### src/rtl/uart_tx_pkg.sv
`timescale 1ns/1ps
package uart_tx_pkg;
  typedef struct packed {
    logic word9;
    logic par_en;
    logic par_odd;
  } tx_cfg_t;
endpackage

### src/rtl/uart_tx_framer.sv
`timescale 1ns/1ps
module uart_tx_framer
  import uart_tx_pkg::*;
#(
  parameter  int DATA_W = 9,
  localparam int CNT_W  = $clog2(DATA_W + 2)
) (
  input  logic [DATA_W-1:0] data_i,
  input  tx_cfg_t           cfg_i,
  output logic [DATA_W:0]   frame_o,
  output logic [CNT_W-1:0]  nbits_o
);
  int   n_bits;
  logic par_acc;

  // stop bit and unused upper positions are filled with ones
  always_comb begin
    n_bits  = cfg_i.word9 ? DATA_W : DATA_W - 1;
    par_acc = cfg_i.par_odd;
    frame_o = '1;
    for (int i = 0; i < DATA_W; i++) begin
      if (i < n_bits - 1) par_acc = par_acc ^ data_i[i];
      if (i < n_bits) frame_o[i] = data_i[i];
      if (i == n_bits - 1 && cfg_i.par_en) frame_o[i] = par_acc;
    end
    nbits_o = CNT_W'(n_bits);
  end
endmodule

### src/rtl/uart_tx_enable.sv
`timescale 1ns/1ps
module uart_tx_enable (
  input  logic clk_i,
  input  logic rst_ni,
  input  logic tick_i,
  input  logic en_i,
  input  logic busy_i,
  input  logic start_pre_i,
  output logic en_ok_o,
  output logic pre_req_o
);
  logic ready_q, low_seen_q, pre_q;

  always_ff @(posedge clk_i or negedge rst_ni) begin
    if (!rst_ni) begin
      ready_q    <= 1'b0;
      low_seen_q <= 1'b0;
      pre_q      <= 1'b0;
    end else begin
      if (!en_i && !busy_i)    ready_q <= 1'b0;
      else if (tick_i && en_i) ready_q <= 1'b1;

      if (!busy_i)                  low_seen_q <= 1'b0;
      else if (!en_i)               low_seen_q <= 1'b1;
      else if (low_seen_q)          low_seen_q <= 1'b0;

      if (start_pre_i || !busy_i)   pre_q <= 1'b0;
      else if (en_i && low_seen_q)  pre_q <= 1'b1;
    end
  end

  assign en_ok_o   = en_i && ready_q;
  assign pre_req_o = pre_q;

  p_arm_on_tick_r6: assert property (@(posedge clk_i) disable iff (!rst_ni)
    $rose(ready_q) |-> $past(tick_i));

  p_pre_in_frame_r7: assert property (@(posedge clk_i) disable iff (!rst_ni)
    $rose(pre_q) |-> busy_i);
endmodule

### src/rtl/uart_tx_shifter.sv
`timescale 1ns/1ps
module uart_tx_shifter #(
  parameter  int DATA_W = 9,
  localparam int CNT_W  = $clog2(DATA_W + 2)
) (
  input  logic              clk_i,
  input  logic              rst_ni,
  input  logic              tick_i,
  input  logic              en_ok_i,
  input  logic              pre_req_i,
  input  logic              data_pend_i,
  input  logic [DATA_W:0]   frame_i,
  input  logic [CNT_W-1:0]  nbits_i,
  output logic              tx_o,
  output logic              busy_o,
  output logic              start_data_o,
  output logic              start_pre_o,
  output logic              frame_end_o
);
  logic [DATA_W:0]  shreg_q;
  logic [CNT_W-1:0] cnt_q;
  logic             busy_q, line_q, slot;

  // a slot is a tick where the line is free for a new frame
  assign slot         = tick_i && (!busy_q || cnt_q == '0);
  assign start_pre_o  = slot && en_ok_i && pre_req_i;
  assign start_data_o = slot && en_ok_i && !pre_req_i && data_pend_i;
  assign frame_end_o  = tick_i && busy_q && cnt_q == '0;

  always_ff @(posedge clk_i or negedge rst_ni) begin
    if (!rst_ni) begin
      line_q  <= 1'b1;
      busy_q  <= 1'b0;
      shreg_q <= '1;
      cnt_q   <= '0;
    end else if (slot) begin
      if (start_pre_o || start_data_o) begin
        busy_q  <= 1'b1;
        cnt_q   <= nbits_i + CNT_W'(1);
        line_q  <= start_pre_o;
        shreg_q <= start_pre_o ? '1 : frame_i;
      end else begin
        busy_q <= 1'b0;
        line_q <= 1'b1;
      end
    end else if (tick_i && busy_q) begin
      line_q  <= shreg_q[0];
      shreg_q <= {1'b1, shreg_q[DATA_W:1]};
      cnt_q   <= cnt_q - CNT_W'(1);
    end
  end

  assign tx_o   = line_q;
  assign busy_o = busy_q;

  p_start_low_r2: assert property (@(posedge clk_i) disable iff (!rst_ni)
    start_data_o |=> !tx_o);

  p_pre_high_r7: assert property (@(posedge clk_i) disable iff (!rst_ni)
    start_pre_o |=> tx_o);

  p_hold_idle_r8: assert property (@(posedge clk_i) disable iff (!rst_ni)
    (slot && !en_ok_i) |=> (tx_o && !busy_q));
endmodule

### src/rtl/uart_tx_msbpar.sv
`timescale 1ns/1ps
module uart_tx_msbpar
  import uart_tx_pkg::*;
#(
  parameter  int DATA_W = 9,
  localparam int CNT_W  = $clog2(DATA_W + 2)
) (
  input  logic              clk_i,
  input  logic              rst_ni,
  input  logic              tick_i,
  input  logic              tx_en_i,
  input  logic              word9_i,
  input  logic              par_en_i,
  input  logic              par_odd_i,
  input  logic              wr_i,
  input  logic [DATA_W-1:0] wdata_i,
  input  logic              txe_ie_i,
  input  logic              tc_ie_i,
  output logic              tx_o,
  output logic              txe_o,
  output logic              tc_o,
  output logic              irq_o
);
  logic [DATA_W-1:0] hold_q;
  logic              txe_q, tc_q;
  tx_cfg_t           cfg;
  logic [DATA_W:0]   frame;
  logic [CNT_W-1:0]  nbits;
  logic              en_ok, pre_req, busy, start_data, start_pre, frame_end;

  assign cfg = '{word9: word9_i, par_en: par_en_i, par_odd: par_odd_i};

  uart_tx_framer #(.DATA_W(DATA_W)) i_framer (
    .data_i (hold_q),
    .cfg_i  (cfg),
    .frame_o(frame),
    .nbits_o(nbits)
  );

  uart_tx_enable i_enable (
    .clk_i      (clk_i),
    .rst_ni     (rst_ni),
    .tick_i     (tick_i),
    .en_i       (tx_en_i),
    .busy_i     (busy),
    .start_pre_i(start_pre),
    .en_ok_o    (en_ok),
    .pre_req_o  (pre_req)
  );

  uart_tx_shifter #(.DATA_W(DATA_W)) i_shifter (
    .clk_i       (clk_i),
    .rst_ni      (rst_ni),
    .tick_i      (tick_i),
    .en_ok_i     (en_ok),
    .pre_req_i   (pre_req),
    .data_pend_i (!txe_q),
    .frame_i     (frame),
    .nbits_i     (nbits),
    .tx_o        (tx_o),
    .busy_o      (busy),
    .start_data_o(start_data),
    .start_pre_o (start_pre),
    .frame_end_o (frame_end)
  );

  // a write in the same cycle wins over the set conditions
  always_ff @(posedge clk_i or negedge rst_ni) begin
    if (!rst_ni) begin
      hold_q <= '0;
      txe_q  <= 1'b1;
      tc_q   <= 1'b1;
    end else begin
      if (start_data) txe_q <= 1'b1;
      if (frame_end && txe_q && !start_pre) tc_q <= 1'b1;
      if (wr_i) begin
        hold_q <= wdata_i;
        txe_q  <= 1'b0;
        tc_q   <= 1'b0;
      end
    end
  end

  assign txe_o = txe_q;
  assign tc_o  = tc_q;
  assign irq_o = (txe_q && txe_ie_i) || (tc_q && tc_ie_i);

  p_line_on_tick_r12: assert property (@(posedge clk_i) disable iff (!rst_ni)
    !$past(tick_i) |-> $stable(tx_o));

  p_write_clears_r9: assert property (@(posedge clk_i) disable iff (!rst_ni)
    wr_i |=> (!txe_o && !tc_o));

  p_txe_on_tick_r9: assert property (@(posedge clk_i) disable iff (!rst_ni)
    $rose(txe_o) |-> $past(tick_i));

  p_tc_needs_empty_r10: assert property (@(posedge clk_i) disable iff (!rst_ni)
    $rose(tc_o) |-> txe_o);
endmodule

### config.mk
export PLATFORM = sky130hd
export DESIGN_NAME = uart_tx_msbpar
export DESIGN_NICKNAME = d
export VERILOG_FILES = /design/src/rtl/uart_tx_pkg.sv /design/src/rtl/uart_tx_framer.sv /design/src/rtl/uart_tx_enable.sv /design/src/rtl/uart_tx_shifter.sv /design/src/rtl/uart_tx_msbpar.sv
export SDC_FILE = /design/constraint.sdc
export NUM_CORES = 1
export LEC_CHECK = 0
export ABC_AREA = 1
export BUFFER_PORTS_ARGS = -buffer_cell sky130_fd_sc_hd__buf_2
export CAP_MARGIN = 20
export CORE_MARGIN = 2
export CORE_UTILIZATION = 30
export CTS_CLUSTER_SIZE = 10
export DETAILED_ROUTE_END_ITERATION = 10
export GPL_ROUTABILITY_DRIVEN = 1
export PLACE_DENSITY = 0.46
export SYNTH_ARGS = -nofsm -noshare
export SYNTH_HDL_FRONTEND = slang
export SYNTH_SLANG_ARGS = --single-unit
### constraint.sdc
create_clock -name clk_i -period 4.65 [get_ports clk_i]
set_input_delay 0.2325 -clock clk_i [delete_from_list [all_inputs] [get_ports clk_i]]
set_output_delay 0.2325 -clock clk_i [all_outputs]
set_load 0.05 [all_outputs]
==> impl_metrics.ini <==
[synthesis]
syn_nets = 201
synthMuxAreaShare_pct = 1.503
synthSimpleGateAreaFrac_pct = 21.95
synth_xor_area_share_pct = 1.753
syn_inst = 180
synth_fa_ha_area_share_pct = 1.669
synthDistinctLibCells = 29
syn-cell-area_sq_um = 1499
synth_compound_area_share_pct = 15.44
yosysWarningCount = 0
syn_area_per_cell_sq_um = 8.327
synth_seq_cells = 29
synth_top_family_by_area = simple AND/OR/NAND/NOR gates
ys_seq_area_share_pct = 49.42

[floorplanning]
die_w_microns = 74.69
die_y_microns = 74.69
coreArea_sq_um = 4786
initial_core_util_pct = 31.32
die_area_sq_um = 5578
fp-row-count = 25
pin_count = 23

[worst_setup_path]
max_stage_delay_ns = 0.43
rrSetupSlack_ns = 2.65
cp.arrival_ns = 2.20
crit_fanout = 17
crit_path_start_kind = register
required_ns = 4.86
crit_path_cell_trace = inv_1, ha_1, nand3_4, a21oi_4, nand3_1, nand2_2, o22ai_1, o21ai_1
slowest_stage = a21oi_4
end_kind = register
crit_start = i_shifter.cnt_q[0]$_DFFE_PN0P_
path_class = register to register
r2r_start = i_shifter.cnt_q[0]$_DFFE_PN0P_

[placement]
place_ws_ns = 2.637
port_buffers = 22
dp_hpwl_mm = 2.261
place.gp.congestion = 0.8170
dpl_cell_area_sq_um = 1669
place_inst = 265

[grt]
grt_pass1_vias = 1184
grt_overflow_total = 0
grt_usage_pct = 12.53
grt_max_degree = 30
antenna_found_initial = 0
grt_pass1_wl_mm = 5.264

[pwr]
ir_drop_uv = 140.5
totalPowerFinal_mw = 0.8917
clkPwrFrac_pct = 30.2
seq_power_share_pct = 43.8
comb_power_share_pct = 26.0
power_switching_mw = 0.2800
internal-power_mw = 0.6117
power_leakage_nw = 0.8777
swShare_pct = 31.40
powerDensity_nw_per_um2 = 496.7

[finish]
fin_cells = 274
drive_gt1_share_pct = 25.12
layout.nets = 227
fill_cells = 521
final_area_sq_um = 1795
reg_top3 = hold_q: 9 flops, i_shifter.shreg_q: 9 flops, i_shifter.cnt_q: 4 flops
area_growth_syn_to_layout_pct = 19.78
final_core_util_pct = 37.52
layout_commonest_cell = nand2_1
antenna_cells = 0
final_cell_mix = nand2_1 (51), inv_1 (23), buf_2 (22)

[sta]
skew_ns = 0.008483
finalSetupTns_ns = 0
setup_viol = 0
fin_crit_ns = 1.997
fin_hold_ws_ns = 0.1315
worstMarginPinSlew_ns = 0.6505
layout_worst_path_cycle_share_pct = 42.94
rsz0062_at_grt = false
hold_violations = 0
fmax_mhz = 500.9
slew_violations = 0
slew_headroom_pct = 56.63
worst_slack_ns = 2.653

[routing]
drt_pass1_iterations = 4
vias_per_cell = 4.474
antenna_left = 0
wl_per_cell_microns = 11.02
totalWireLength_mm = 3.020
via_count = 1226
drc_errors = 0
drt_iter0_markers = 42

[flow_run]
drv_cap = 0

[clock_network]
ctsLongestPathBuffers = 2
cts_tree = yes
clkSlewWorstSetupHoldPaths_ns = 0.07
root_buffer = clkbuf_8
hold_buffers = 1
cts_sinks = 29
htreeDepth = 2
post_cts_resized = 0
cts_made_buffers = 5
clock_latency_ns = 0.28
post-cts-setup-buffer-count = 0

[status]
status = completed

[min_path]
min_path_type = input port to register
hp-start = tx_en_i
Yosys cell counts:
cell	n	area, sq um
nand2_1	51	191.4
inv_1	23	86.33
dfrtp_1	17	425.4
o21ai_0	15	75.07
nor2_1	13	48.80
dfstp_2	12	315.3
nand3_1	7	35.03
o22ai_1	7	43.79
o21ai_1	6	30.03
a21oi_1	4	20.02
clkbuf_1	2	7.510
ha_1	2	25.02
inv_2	2	7.510
mux2_2	2	22.52
nor4_1	2	12.51
xor2_1	2	17.52
a21oi_4	1	16.27
a22o_1	1	8.760
buf_2	1	5.000
buf_6	1	11.26
inv_4	1	6.260
nand2_2	1	6.260
nand2_4	1	11.26
nand3_4	1	17.52
nand4_1	1	6.260
o211ai_1	1	7.510
o211ai_4	1	21.27
o21ai_2	1	8.760
xnor2_1	1	8.760
cells by family after synthesis:
logic type / Yosys count
AND/OR/NAND/NOR: 77
AO/OA/AOI/OAI: 37
buffers and inverters: 30
flip-flops: 29
XOR/XNOR: 3
multiplexers: 2
adder cells (fa/ha/maj): 2
power by group through the flow:
stage / Clock, mW / Combinational (mW) / Sequential (mW)
2_1_floorplan: 0 / 0.179 / 0.396
3_5_place_dp: 0 / 0.235 / 0.394
6_report: 0.270 / 0.232 / 0.390
5_1_grt: 0.291 / 0.268 / 0.399
3_3_place_gp: 0 / 0.228 / 0.395
4_1_cts: 0.278 / 0.236 / 0.391
layer usage:
| layer | up-vias | part of all wire [%] | track usage [%] |
|---|---|---|---|
| li1 | 631 | - | - |
| met2 | 25 | 47 | 18.98 |
| met5 | - | 0 | 0 |
| met1 | 563 | 46 | 15.79 |
| met4 | 0 | 2.0 | 5.952 |
| met3 | 7 | 4.5 | 4.819 |
worst paths after layout:
path                            cells after the start                          endpoint
worst max-delay path                                8  i_shifter.shreg_q[4]$_DFFE_PN1P_
worst min-delay path                                2     i_enable.low_seen_q$_DFF_PN0_
worst min register to register                      2  i_shifter.shreg_q[8]$_DFFE_PN1P_
worst max register to register                      8  i_shifter.shreg_q[4]$_DFFE_PN1P_
min in group asynchronous                           2    i_enable.pre_req_o$_DFFE_PN0P_
max in group asynchronous                           2             hold_q[5]$_DFFE_PN0P_
final cells by class:
type / count / area (sq um) / area share, %
clock buffers: 7 / 86.33 / 4.808
repair buffers: 23 / 120.1 / 6.690
inverters: 26 / 100.1 / 5.575
clock inverters: 1 / 30.03 / 1.672
flip-flops and latches: 29 / 740.7 / 41.25
well taps: 67 / 83.83 / 4.669
multi-input cells: 121 / 634.4 / 35.33
worst max-delay path: cells and delay by family, from the launching register on:
| family | cells | cell delay (ns) |
|---|---|---|
| fa+ha+maj | 1 | 0.20 |
| buf+inv | 1 | 0.11 |
| compound gates | 3 | 0.67 |
| simple gates | 3 | 0.58 |
| flops | 1 | 0.38 |
Power figures use the tool's default switching activity.
